==> src/rtl/lic_errstat_pkg.sv <==
package lic_errstat_pkg;
   // Status bit positions that the block relies on
   localparam int unsigned ST_RX_BADVEC = 6;
   localparam int unsigned ST_COUNT     = 8;

   // Decoded error entry of the local vector table
   typedef struct packed {
      logic [7:0] vec;
      logic       masked;
      logic       bad;
   } lvt_dec_t;
endpackage

==> src/rtl/lic_errstat_lvtdec.sv <==
module lic_errstat_lvtdec #(
   parameter int unsigned LVT_W    = 32,
   parameter int unsigned VEC_W    = 8,
   parameter int unsigned MIN_VEC  = 16,
   parameter int unsigned MASK_POS = 16
) (
   input  logic [LVT_W-1:0] lvt,
   output logic [VEC_W-1:0] vec,
   output logic             masked,
   output logic             vec_bad
);
   localparam logic [VEC_W-1:0] LIMIT = VEC_W'(MIN_VEC);

   assign vec     = lvt[VEC_W-1:0];
   assign masked  = lvt[MASK_POS];
   assign vec_bad = (vec < LIMIT);

   logic unused_lvt;
   assign unused_lvt = ^lvt;
endmodule

==> src/rtl/lic_errstat_arm.sv <==
module lic_errstat_arm #(
   parameter int unsigned ERR_W   = 8,
   parameter int unsigned RIV_IDX = 6
) (
   input  logic             clk,
   input  logic             rst_n,
   input  logic [ERR_W-1:0] evt,
   input  logic             wr,
   input  logic             vec_bad,
   output logic [ERR_W-1:0] pend_q,
   output logic             fire
);
   logic [ERR_W-1:0] base;
   logic [ERR_W-1:0] pend_d;
   logic             armed;

   // A same-cycle write empties the pending set before the event merges
   assign base  = wr ? '0 : pend_q;
   assign armed = ~|base;
   assign fire  = armed & (|evt);

   for (genvar i = 0; i < ERR_W; i++) begin : g_bit
      if (i == RIV_IDX) begin : g_riv
         assign pend_d[i] = base[i] | evt[i] | (fire & vec_bad);
      end else begin : g_plain
         assign pend_d[i] = base[i] | evt[i];
      end
   end

   always_ff @(posedge clk) begin
      if (!rst_n) pend_q <= '0;
      else        pend_q <= pend_d;
   end
endmodule

==> src/rtl/lic_errstat_snap.sv <==
module lic_errstat_snap #(
   parameter int unsigned ERR_W  = 8,
   parameter int unsigned DATA_W = 32
) (
   input  logic              clk,
   input  logic              rst_n,
   input  logic              wr,
   input  logic [DATA_W-1:0] wdata,
   input  logic              x2,
   input  logic [ERR_W-1:0]  pend_q,
   output logic [DATA_W-1:0] rdata,
   output logic              ill_q
);
   logic [ERR_W-1:0] vis_q;

   always_ff @(posedge clk) begin
      if (!rst_n) begin
         vis_q <= '0;
         ill_q <= 1'b0;
      end else begin
         if (wr) vis_q <= pend_q;
         ill_q <= wr & x2 & (|wdata);
      end
   end

   if (DATA_W > ERR_W) begin : g_pad
      assign rdata = {{(DATA_W-ERR_W){1'b0}}, vis_q};
   end else begin : g_flat
      assign rdata = vis_q;
   end
endmodule

==> src/rtl/lic_errstat.sv <==
module lic_errstat
   import lic_errstat_pkg::*;
#(
   parameter int unsigned ERR_W    = ST_COUNT,
   parameter int unsigned DATA_W   = 32,
   parameter int unsigned LVT_W    = 32,
   parameter int unsigned VEC_W    = 8,
   parameter int unsigned MIN_VEC  = 16,
   parameter int unsigned MASK_POS = 16
) (
   input  logic              clk,
   input  logic              rst_n,
   input  logic [ERR_W-1:0]  err_evt,
   input  logic              reg_wr,
   input  logic [DATA_W-1:0] reg_wdata,
   input  logic              x2_mode,
   input  logic [LVT_W-1:0]  lvt_err,
   output logic [DATA_W-1:0] reg_rdata,
   output logic              irq_req,
   output logic [VEC_W-1:0]  irq_vec,
   output logic              illegal_wr
);
   if (ERR_W > DATA_W)        begin : g_bad_w   $error("ERR_W exceeds DATA_W");   end
   if (ERR_W <= ST_RX_BADVEC) begin : g_bad_riv $error("ERR_W too small");         end
   if (VEC_W > LVT_W)         begin : g_bad_v   $error("VEC_W exceeds LVT_W");     end
   if (MASK_POS >= LVT_W)     begin : g_bad_m   $error("MASK_POS outside entry");  end
   if (MASK_POS < VEC_W)      begin : g_bad_o   $error("mask overlaps vector");    end

   logic [VEC_W-1:0] dec_vec;
   logic             dec_masked;
   logic             dec_bad;
   logic [ERR_W-1:0] pend_q;
   logic             fire;
   logic             irq_q;
   logic [VEC_W-1:0] vec_q;

   lic_errstat_lvtdec #(
      .LVT_W(LVT_W), .VEC_W(VEC_W), .MIN_VEC(MIN_VEC), .MASK_POS(MASK_POS)
   ) u_dec (
      .lvt(lvt_err), .vec(dec_vec), .masked(dec_masked), .vec_bad(dec_bad)
   );

   lic_errstat_arm #(
      .ERR_W(ERR_W), .RIV_IDX(ST_RX_BADVEC)
   ) u_arm (
      .clk(clk), .rst_n(rst_n), .evt(err_evt), .wr(reg_wr),
      .vec_bad(dec_bad), .pend_q(pend_q), .fire(fire)
   );

   lic_errstat_snap #(
      .ERR_W(ERR_W), .DATA_W(DATA_W)
   ) u_snap (
      .clk(clk), .rst_n(rst_n), .wr(reg_wr), .wdata(reg_wdata), .x2(x2_mode),
      .pend_q(pend_q), .rdata(reg_rdata), .ill_q(illegal_wr)
   );

   always_ff @(posedge clk) begin
      if (!rst_n) begin
         irq_q <= 1'b0;
         vec_q <= '0;
      end else begin
         irq_q <= fire & ~dec_masked;
         if (fire) vec_q <= dec_vec;
      end
   end

   assign irq_req = irq_q;
   assign irq_vec = vec_q;
endmodule

==> config.mk <==
export PLATFORM = sky130hd
export DESIGN_NAME = lic_errstat
export DESIGN_NICKNAME = d
export VERILOG_FILES = /design/src/rtl/lic_errstat_pkg.sv /design/src/rtl/lic_errstat_lvtdec.sv /design/src/rtl/lic_errstat_arm.sv /design/src/rtl/lic_errstat_snap.sv /design/src/rtl/lic_errstat.sv
export SDC_FILE = /design/constraint.sdc
export NUM_CORES = 1
export LEC_CHECK = 0
export ABC_AREA = 0
export BUFFER_PORTS_ARGS = -buffer_cell sky130_fd_sc_hd__buf_2
export CAP_MARGIN = 10
export CORE_MARGIN = 8
export CORE_UTILIZATION = 38
export CTS_BUF_LIST = sky130_fd_sc_hd__clkbuf_4
export DETAILED_ROUTE_END_ITERATION = 12
export GPL_TIMING_DRIVEN = 0
export HOLD_SLACK_MARGIN = 0.08
export PLACE_DENSITY = 0.9
export SETUP_SLACK_MARGIN = 0.05
export SYNTH_ARGS = -nofsm -noshare
export SYNTH_HDL_FRONTEND = slang
export SYNTH_SLANG_ARGS = --single-unit
==> constraint.sdc <==
create_clock -name clk -period 1.55 [get_ports clk]
set_input_delay 0.0775 -clock clk [delete_from_list [all_inputs] [get_ports clk]]
set_output_delay 0.0775 -clock clk [all_outputs]
set_load 0.01 [all_outputs]
==> results of run 1 <==
-- power breakdown --
group | switching (mW) | internal (mW) | total [mW]
combinational | 0.151 | 0.198 | 0.349
clock | 0.197 | 0.0941 | 0.291
sequential | 0.0246 | 0.709 | 0.734
-- layout by cell type (no fill, tap or decap) --
cell            n
dlygate4sd3_1  22
clkbuf_1        3
buf_6           1
a21oi_1         1
clkinv_1        1
a21oi_2         1
nor4_2          3
buf_2          71
nand2_1        16
conb_1         24
nor2b_1        16
nor4_1         10
nand4_1         2
dfxtp_1        26
o21a_1          8
buf_4          24
clkbuf_4        3
mux2i_1        16
a31o_1          1
and3b_1         1
o2111a_1        1
-- final timing paths --
path,to,slack (ns),depth (start not counted)
setup / recovery,u_arm.pend_q[6],0.23,6
hold / removal,u_snap.ill_q,0.11,4
setup reg to reg,irq_vec[1],0.26,5
hold reg to reg,irq_vec[7],0.47,2
-- through the flow --
stage	utilization, %	instances	instance area (sq um)	worst slack (ns)	power, mW
2_1_floorplan	-	157	1360	0.398	0.930
5_1_grt	61.1	297	2010	0.140	1.45
3_5_place_dp	53.6	271	1760	0.285	1.05
6_report	61.1	297	2010	0.229	1.37
3_3_place_gp	53.6	271	1760	0.308	1.04
4_1_cts	60.8	296	2000	0.245	1.38
-- routing by layer --
layer | share of wire [%] | global-route usage (%) | vias up | routed length [um]
met3 | 16 | 6.74 | 4 | 623
met5 | 0 | 0 | - | 0
li1 | - | - | 646 | -
met4 | 0.90 | 4.43 | 0 | 36
met1 | 37 | 12.7 | 569 | 1460
met2 | 47 | 23.5 | 68 | 1870
-- worst min-delay path: cells and delay by family --
kind,cells,cell delay (ns)
buffers and inverters,1,0.07
AND/OR/NAND/NOR,2,0.09
AO/OA/AOI/OAI,1,0.16
-- final cells by class --
class                   count  area, sq um  area share [%]
plain buffers              31          218            10.8
clock buffers               3         22.5            1.12
clock inverters             1         3.75           0.187
multi-input cells         100          626            31.2
flip-flops and latches     26          520            25.9
well taps                  46         57.6            2.87
repair buffers             90          561            27.9
-- sequential cells by signal, indices dropped and copies added, names as in the netlist --
register,count
irq_req,1
u_arm.pend_q,8
u_snap.ill_q,1
irq_vec,8
u_snap.vis_q,8
-- cell usage after synthesis, drive strengths merged --
library cell / count
o21a: 8
nor2b: 16
clkbuf: 3
and3b: 1
nand4: 2
buf: 28
a31o: 1
o2111a: 1
a21oi: 2
dfxtp: 26
mux2i: 16
nor4: 13
conb: 1
nand2: 16
-- kinds of logic (layout without fill, tap and decap cells) --
logic type | Yosys count | count (layout) | synth area share, %
other | 1 | 24 | 0.294
DFF | 26 | 26 | 40.7
buffers and inverters | 31 | 125 | 17.0
AOI/OAI and AO/OA | 12 | 12 | 7.35
and+or+nand+nor | 48 | 48 | 22.0
muxes | 16 | 16 | 12.5
==> run metrics, run 1 <==
outcome finished, final reports clean; clock slew at reported path FFs 0.14 ns; DRC Markers 0; initial cell density of the core 38.9%; Buf/Inv on CP 3; cell type with the largest total area after synthesis dfxtp_1; Synth-to-Final Area Change 57.2%; Clock Tree Buf Depth 2; share of post-route cells with drive strength above 1 41.0%; clock sink count 26; fmax 757 MHz; Top delay family on crit path buffers and inverters; P_leak 1.03 nW; HP Class primary input to flip-flop; register area share after synthesis 40.7%; vias in the first global route 1276; # Post-CTS Setup Buffers 0; clk_lat worst skew 0.31 ns; Final TNS setup 0 ns; DR pass1 iterations 4; CTS tree built; clock root buffer clkbuf_4; Nets 328; Slowest-stage cell, CP dlygate4sd3_1; Min-Delay Startpoint reg_wdata[14]; Synth Warn # 0; CTS resizes 0; maximum number of pins on one net before global-route repair 15; CTS buffer count 3; Setup crit start err_evt[1]; initial antenna violation count 0; CP Launch Type primary input; Post-Synthesis Mean Instance Area 9.53 sq um; Slew Viols, Final 0; GRT Util Overall 13.2%; CP Data Required Time 1.78 ns; core area 3280 sq um; hold_ws 0.112 ns; DR WL/cell 13.4 um; Max rail drop VDD 0.000484 V; Final Cycle Share 85.2%; top post-synthesis cells by area dfxtp_1 (41%), buf_4 (14%), mux2i_1 (13%); gp weighted congestion 0.775; Yosys top cell area share 40.7%; first-pass GRT wire length 5670 um; drt via density 4.33; H-tree Lvls 1; global route overflow 0; die span in x 74.0 um; worst clock skew 0.00236 ns; die height 74.0 um; final wirelength 3990 um; synthesized instance count 134; flops & latches, synth 26; CP arrival 1.55 ns; Final setup viols 0; pwr dens 684 nW/um^2; First DRT Iteration DRCs 18; diodes inserted 0; IO Port Bufs 68; cts-stage hold buffer count 21; io pins 118; Fin. Hold Viols 0; CP max FO 10; row cnt 21; CP max stage delay 0.54 ns; worst flop-to-flop path startpoint u_arm.pend_q[4]; die area 5470 sq um; DRT antenna net count 0; dpl hpwl 2990 um; maxcap violations 0; post-layout min period 1.32 ns; synth unique cells 18; via count 1287; CP endpoint kind flip-flop; Fillers 270; worst path cell trace dlygate4sd3_1, buf_2, nor4_2, a21oi_2, buf_6, a31o_1; WS Path Type primary input to flip-flop; RSZ-0062 raised after global routing no; Mapped Area 1280 sq um
No activity file was read; power rests on OpenSTA's default activity.
==> run 2: changes to the inputs <==
Settings changed: CELL_PAD_IN_SITES_DETAIL_PLACEMENT set to 0, CELL_PAD_IN_SITES_GLOBAL_PLACEMENT set to 1, CORE_UTILIZATION 38 to 25, PLACE_DENSITY 0.9 to 0.89.
==> run 2 against run 1 <==
Global-route usage fell by 3.3 points. Fmax rose by 0.84%. Setup slack improved by 0.011 ns. Highest routed layer unchanged. Non-clock buffer count did not move. Critical path type unchanged. Die area rose by 40%. Clock power barely moved. Sequential share of layout area fell by 0.38 points. Clock skew barely moved. First-iteration DRC count rose by 33%.
==> run metrics, run 2 (same netlist as run 1, synthesis figures left out) <==
worst flop-to-flop path startpoint u_arm.pend_q[0]; post-route setup slack 0.240 ns; pre-CTS WS 0.265 ns; via count 1223; row cnt 26; Tot Pwr 1.37 mW; Setup crit start err_evt[5]; Slew Viols, Final 0; DRT antenna net count 0; dpl hpwl 2940 um; initial antenna violation count 0; most frequent cells in the layout buf_2 (71), dfxtp_1 (26), buf_4 (24), conb_1 (24), dlygate4sd3_1 (22); die height 87.5 um; Min-Delay Startpoint reg_wdata[5]; CP Launch Type primary input; clock sink count 26; area taken by flip-flops and latches 520 sq um; clock slew at reported path FFs 0.14 ns; Final Cycle Share 84.5%; met2 Use GR 17.4%; Synth-to-Final Area Change 59.5%; CP endpoint kind flip-flop; hold_ws 0.124 ns; die span in x 87.5 um; clock root buffer clkbuf_4; Fillers 539; worst clock skew 0.00214 ns; DR WL/cell 12.0 um; First DRT Iteration DRCs 24; core area 5010 sq um; RSZ-0062 raised after global routing no; GRT Util Overall 9.89%; Nets 328; maximum number of pins on one net before global-route repair 15; H-tree Lvls 1; final wirelength 3840 um; global route overflow 0; drt via density 3.81; Clock Tree Buf Depth 2; CP arrival 1.54 ns; outcome finished, final reports clean; P_leak 1.03 nW; maxcap violations 0; initial cell density of the core 25.5%; CTS buffer count 3; grt peak-use layer met2; Max rail drop VDD 0.000309 V; # Post-CTS Setup Buffers 0; DR pass1 iterations 4; most common library cell in the layout ignoring fill and taps buf_2; clk_lat worst skew 0.31 ns; CP max FO 10; grt met3 use 5.38%; CTS tree built; Final setup viols 0; fmax 764 MHz; DRC Markers 0; GR Util met1 9.84%; Final TNS setup 0 ns; post-layout min period 1.31 ns; IO Port Bufs 68; WS Path Type primary input to flip-flop; Fin. Hold Viols 0; die area 7650 sq um; Util after Layout 40.7%; multi-input logic area 626 sq um; pwr dens 671 nW/um^2; CP Data Required Time 1.78 ns; first-pass GRT wire length 6020 um; share of post-route cells with drive strength above 1 41.0%; HP Class primary input to flip-flop; diodes inserted 0; gp weighted congestion 0.697; vias in the first global route 1307; io pins 118
==> run 2: cell counts in the layout (fill, tap and decap cells not counted) <==
Identical to the previous run, type by type.
==> run 2: metrics by stage <==
step	cell area (sq um)	std cells
final	2040	321
after global routing	2040	321
after CTS	2040	321
after detailed placement	1790	295
after global placement	1790	295
after floorplan	1360	157
==> run 2: final cells by class <==
class / instances / share of cell area [%]
Tap cell: 70 / 4.30
Sequential cell: 26 / 25.5
Buffer: 31 / 10.7
Multi-Input combinational cell: 100 / 30.7
Timing Repair Buffer: 90 / 27.5
Clock inverter: 1 / 0.184
Clock buffer: 3 / 1.10
==> run 2: worst max-delay path, cell delays in order <==
cell and delay [ns]:
dlygate4sd3_1 0.54, buf_2 0.14, nor4_1 0.33, a21oi_2 0.10, buf_6 0.16, a31o_1 0.20
==> run 2: path summary, 6_finish.rpt <==
check                    end  slack (ns)  cells past startpoint
min             u_snap.ill_q        0.12                      4
min reg2reg       irq_vec[5]        0.47                      2
max reg2reg       irq_vec[1]        0.27                      5
max          u_arm.pend_q[6]        0.24                      6
==> run 2: report_power, final <==
part	switching, mW	total, mW	internal [mW]	leakage, nW
Sequential	0.0239	0.733	0.709	0.215
Clock	0.197	0.291	0.0942	0.0154
Combinational	0.147	0.344	0.197	0.802
Total	0.367	1.37	1.00	1.03
==> run 2: repair_timing <==
item                                   in CTS  in global routing
resized for setup                           0                  0
hold buffers                               22                  0
endpoints found under the hold margin      18                  0
==> run 2: routing by layer <==
layer | up-vias | part of all wire [%]
met5 | - | 0
met4 | 0 | 1.0
met3 | 4 | 12
met2 | 49 | 50
met1 | 524 | 37
li1 | 646 | -
==> run 3: changes to the inputs <==
Clock period 1.55 ns to 1.29 ns, I/O delays scaled along.
==> run 3 against run 2 <==
Global-route usage is essentially flat. Critical path depth shrank 1. Register-to-register slack lost 0.27 ns. Sequential cell count is the same. First-iteration DRC count grew 4.2%. Largest power group unchanged.
==> run metrics, run 3 (same netlist as run 1, synthesis figures left out) <==
outcome finished, final reports clean; Max rail drop VDD 0.000372 V; via count 1233; worst clock skew 0.00388 ns; clock root buffer clkbuf_4; share of post-route cells with drive strength above 1 41.8%; H-tree Lvls 1; DRT antenna net count 0; initial antenna violation count 0; gp weighted congestion 0.697; die area 7650 sq um; CTS buffer count 3; WS Path Type flip-flop to flip-flop; Placed Cells 295; drt via density 3.84; initial cell density of the core 25.5%; CP Data Required Time 1.55 ns; CP max stage delay 0.37 ns; pwr dens 809 nW/um^2; die height 87.5 um; DRC Markers 0; diodes inserted 0; Final Cell Area 2060 sq um; cell-internal power 1.21 mW; GRT Util Overall 9.87%; fmax 777 MHz; CP Launch Type flip-flop; row cnt 26; pre-CTS WS 0.00479 ns; Slew Viols, Final 0; CP arrival 1.55 ns; HP Class primary input to flip-flop; most frequent cells in the layout buf_2 (71), buf_4 (24), conb_1 (24), dfxtp_1 (24), dlygate4sd3_1 (22); clock sink count 26; post-route setup slack 0.00330 ns; Switching Power 0.458 mW; die span in x 87.5 um; most common library cell in the layout ignoring fill and taps buf_2; global route overflow 0; CTS tree built; Tot Pwr 1.66 mW; clock power share 21.7%; Reg power frac 53.2%; Slowest-stage cell, CP dfxtp_2; maximum number of pins on one net before global-route repair 15; core area 5010 sq um; DR WL/cell 12.0 um; First DRT Iteration DRCs 25; io pins 118; post-layout min period 1.29 ns; hold_ws 0.102 ns; Area after DPL 1790 sq um; first-pass GRT wire length 6020 um; Fin. Hold Viols 0; dpl hpwl 2940 um; final wirelength 3860 um; P_leak 1.04 nW; DR pass1 iterations 4; maxcap violations 0; RSZ-0062 raised after global routing yes; vias in the first global route 1297; Clock Tree Buf Depth 2; CP max FO 10; clk_lat worst skew 0.32 ns; Nets 328; Synth-to-Final Area Change 61.1%; # Post-CTS Setup Buffers 0; clock slew at reported path FFs 0.14 ns; final cell count without fillers 321; CP endpoint kind flip-flop; worst path cell trace nor4_4, a21oi_1, a21oi_2, buf_6, mux2i_1; share of total power in combinational logic 25.2%; switch share 27.5%; Final Cycle Share 99.7%; IO Port Bufs 68; Final setup viols 0
## run 3: cell counts in the layout (fill, tap and decap cells not counted)
No cell type changed its count.
## run 3: repair_timing
| item | CTS | global route |
|---|---|---|
| hold buffers | 22 | 0 |
| endpoints found under the setup margin | 9 | 10 |
| gates resized for setup | 1 | 3 |
| endpoints found under the hold margin | 18 | 0 |
## run 3: layout make-up
| class | instances | area (sq um) |
|---|---|---|
| buffer | 31 | 218 |
| clock buffer | 3 | 22.5 |
| clock inverter | 1 | 3.75 |
| fill | 533 | 2950 |
| multi-input combinational | 100 | 643 |
| sequential | 26 | 523 |
| tap | 70 | 87.6 |
| timing repair buffer | 90 | 561 |
## run 3: routing by layer
metal / vias to the layer above / wire, um / global-route usage (%)
li1: 644 / - / -
met5: - / 0 / 0
met3: 4 / 471 / 5.38
met4: 0 / 40 / 2.50
met1: 534 / 1440 / 9.78
met2: 51 / 1910 / 17.4
## run 3: per-stage QoR
stage | TNS [ns] | util (%)
3_3_place_gp | 0 | 35.8
3_5_place_dp | 0 | 35.8
5_1_grt | -0.547 | 41.1
4_1_cts | -0.00616 | 40.7
6_report | 0 | 41.1
2_1_floorplan | 0 | -
## run 3: critical path: cells and delay by family (launching register included)
| family | cells | cell delay (ns) |
|---|---|---|
| multiplexers | 1 | 0.19 |
| flip-flops | 1 | 0.37 |
| buffers and inverters | 1 | 0.18 |
| AO/OA/AOI/OAI | 2 | 0.23 |
| AND/OR/NAND/NOR | 1 | 0.26 |
## run 3: worst paths after layout
check                           slack, ns            start  cells past startpoint      endpoint
worst min register to register       0.47       irq_vec[5]                      2    irq_vec[5]
worst max register to register      0.003  u_arm.pend_q[0]                      5    irq_vec[1]
worst min-delay path                 0.10     reg_wdata[5]                      4  u_snap.ill_q
worst max-delay path                0.003  u_arm.pend_q[0]                      5    irq_vec[1]
## run 3: power groups by stage
| stage | Clock (mW) | Sequential, mW | Combinational [mW] |
|---|---|---|---|
| global route | 0.431 | 0.892 | 0.461 |
| finish | 0.361 | 0.885 | 0.419 |
| global placement | 0 | 0.897 | 0.356 |
| floorplan | 0 | 0.911 | 0.206 |
| CTS | 0.380 | 0.883 | 0.413 |
| detailed placement | 0 | 0.899 | 0.360 |
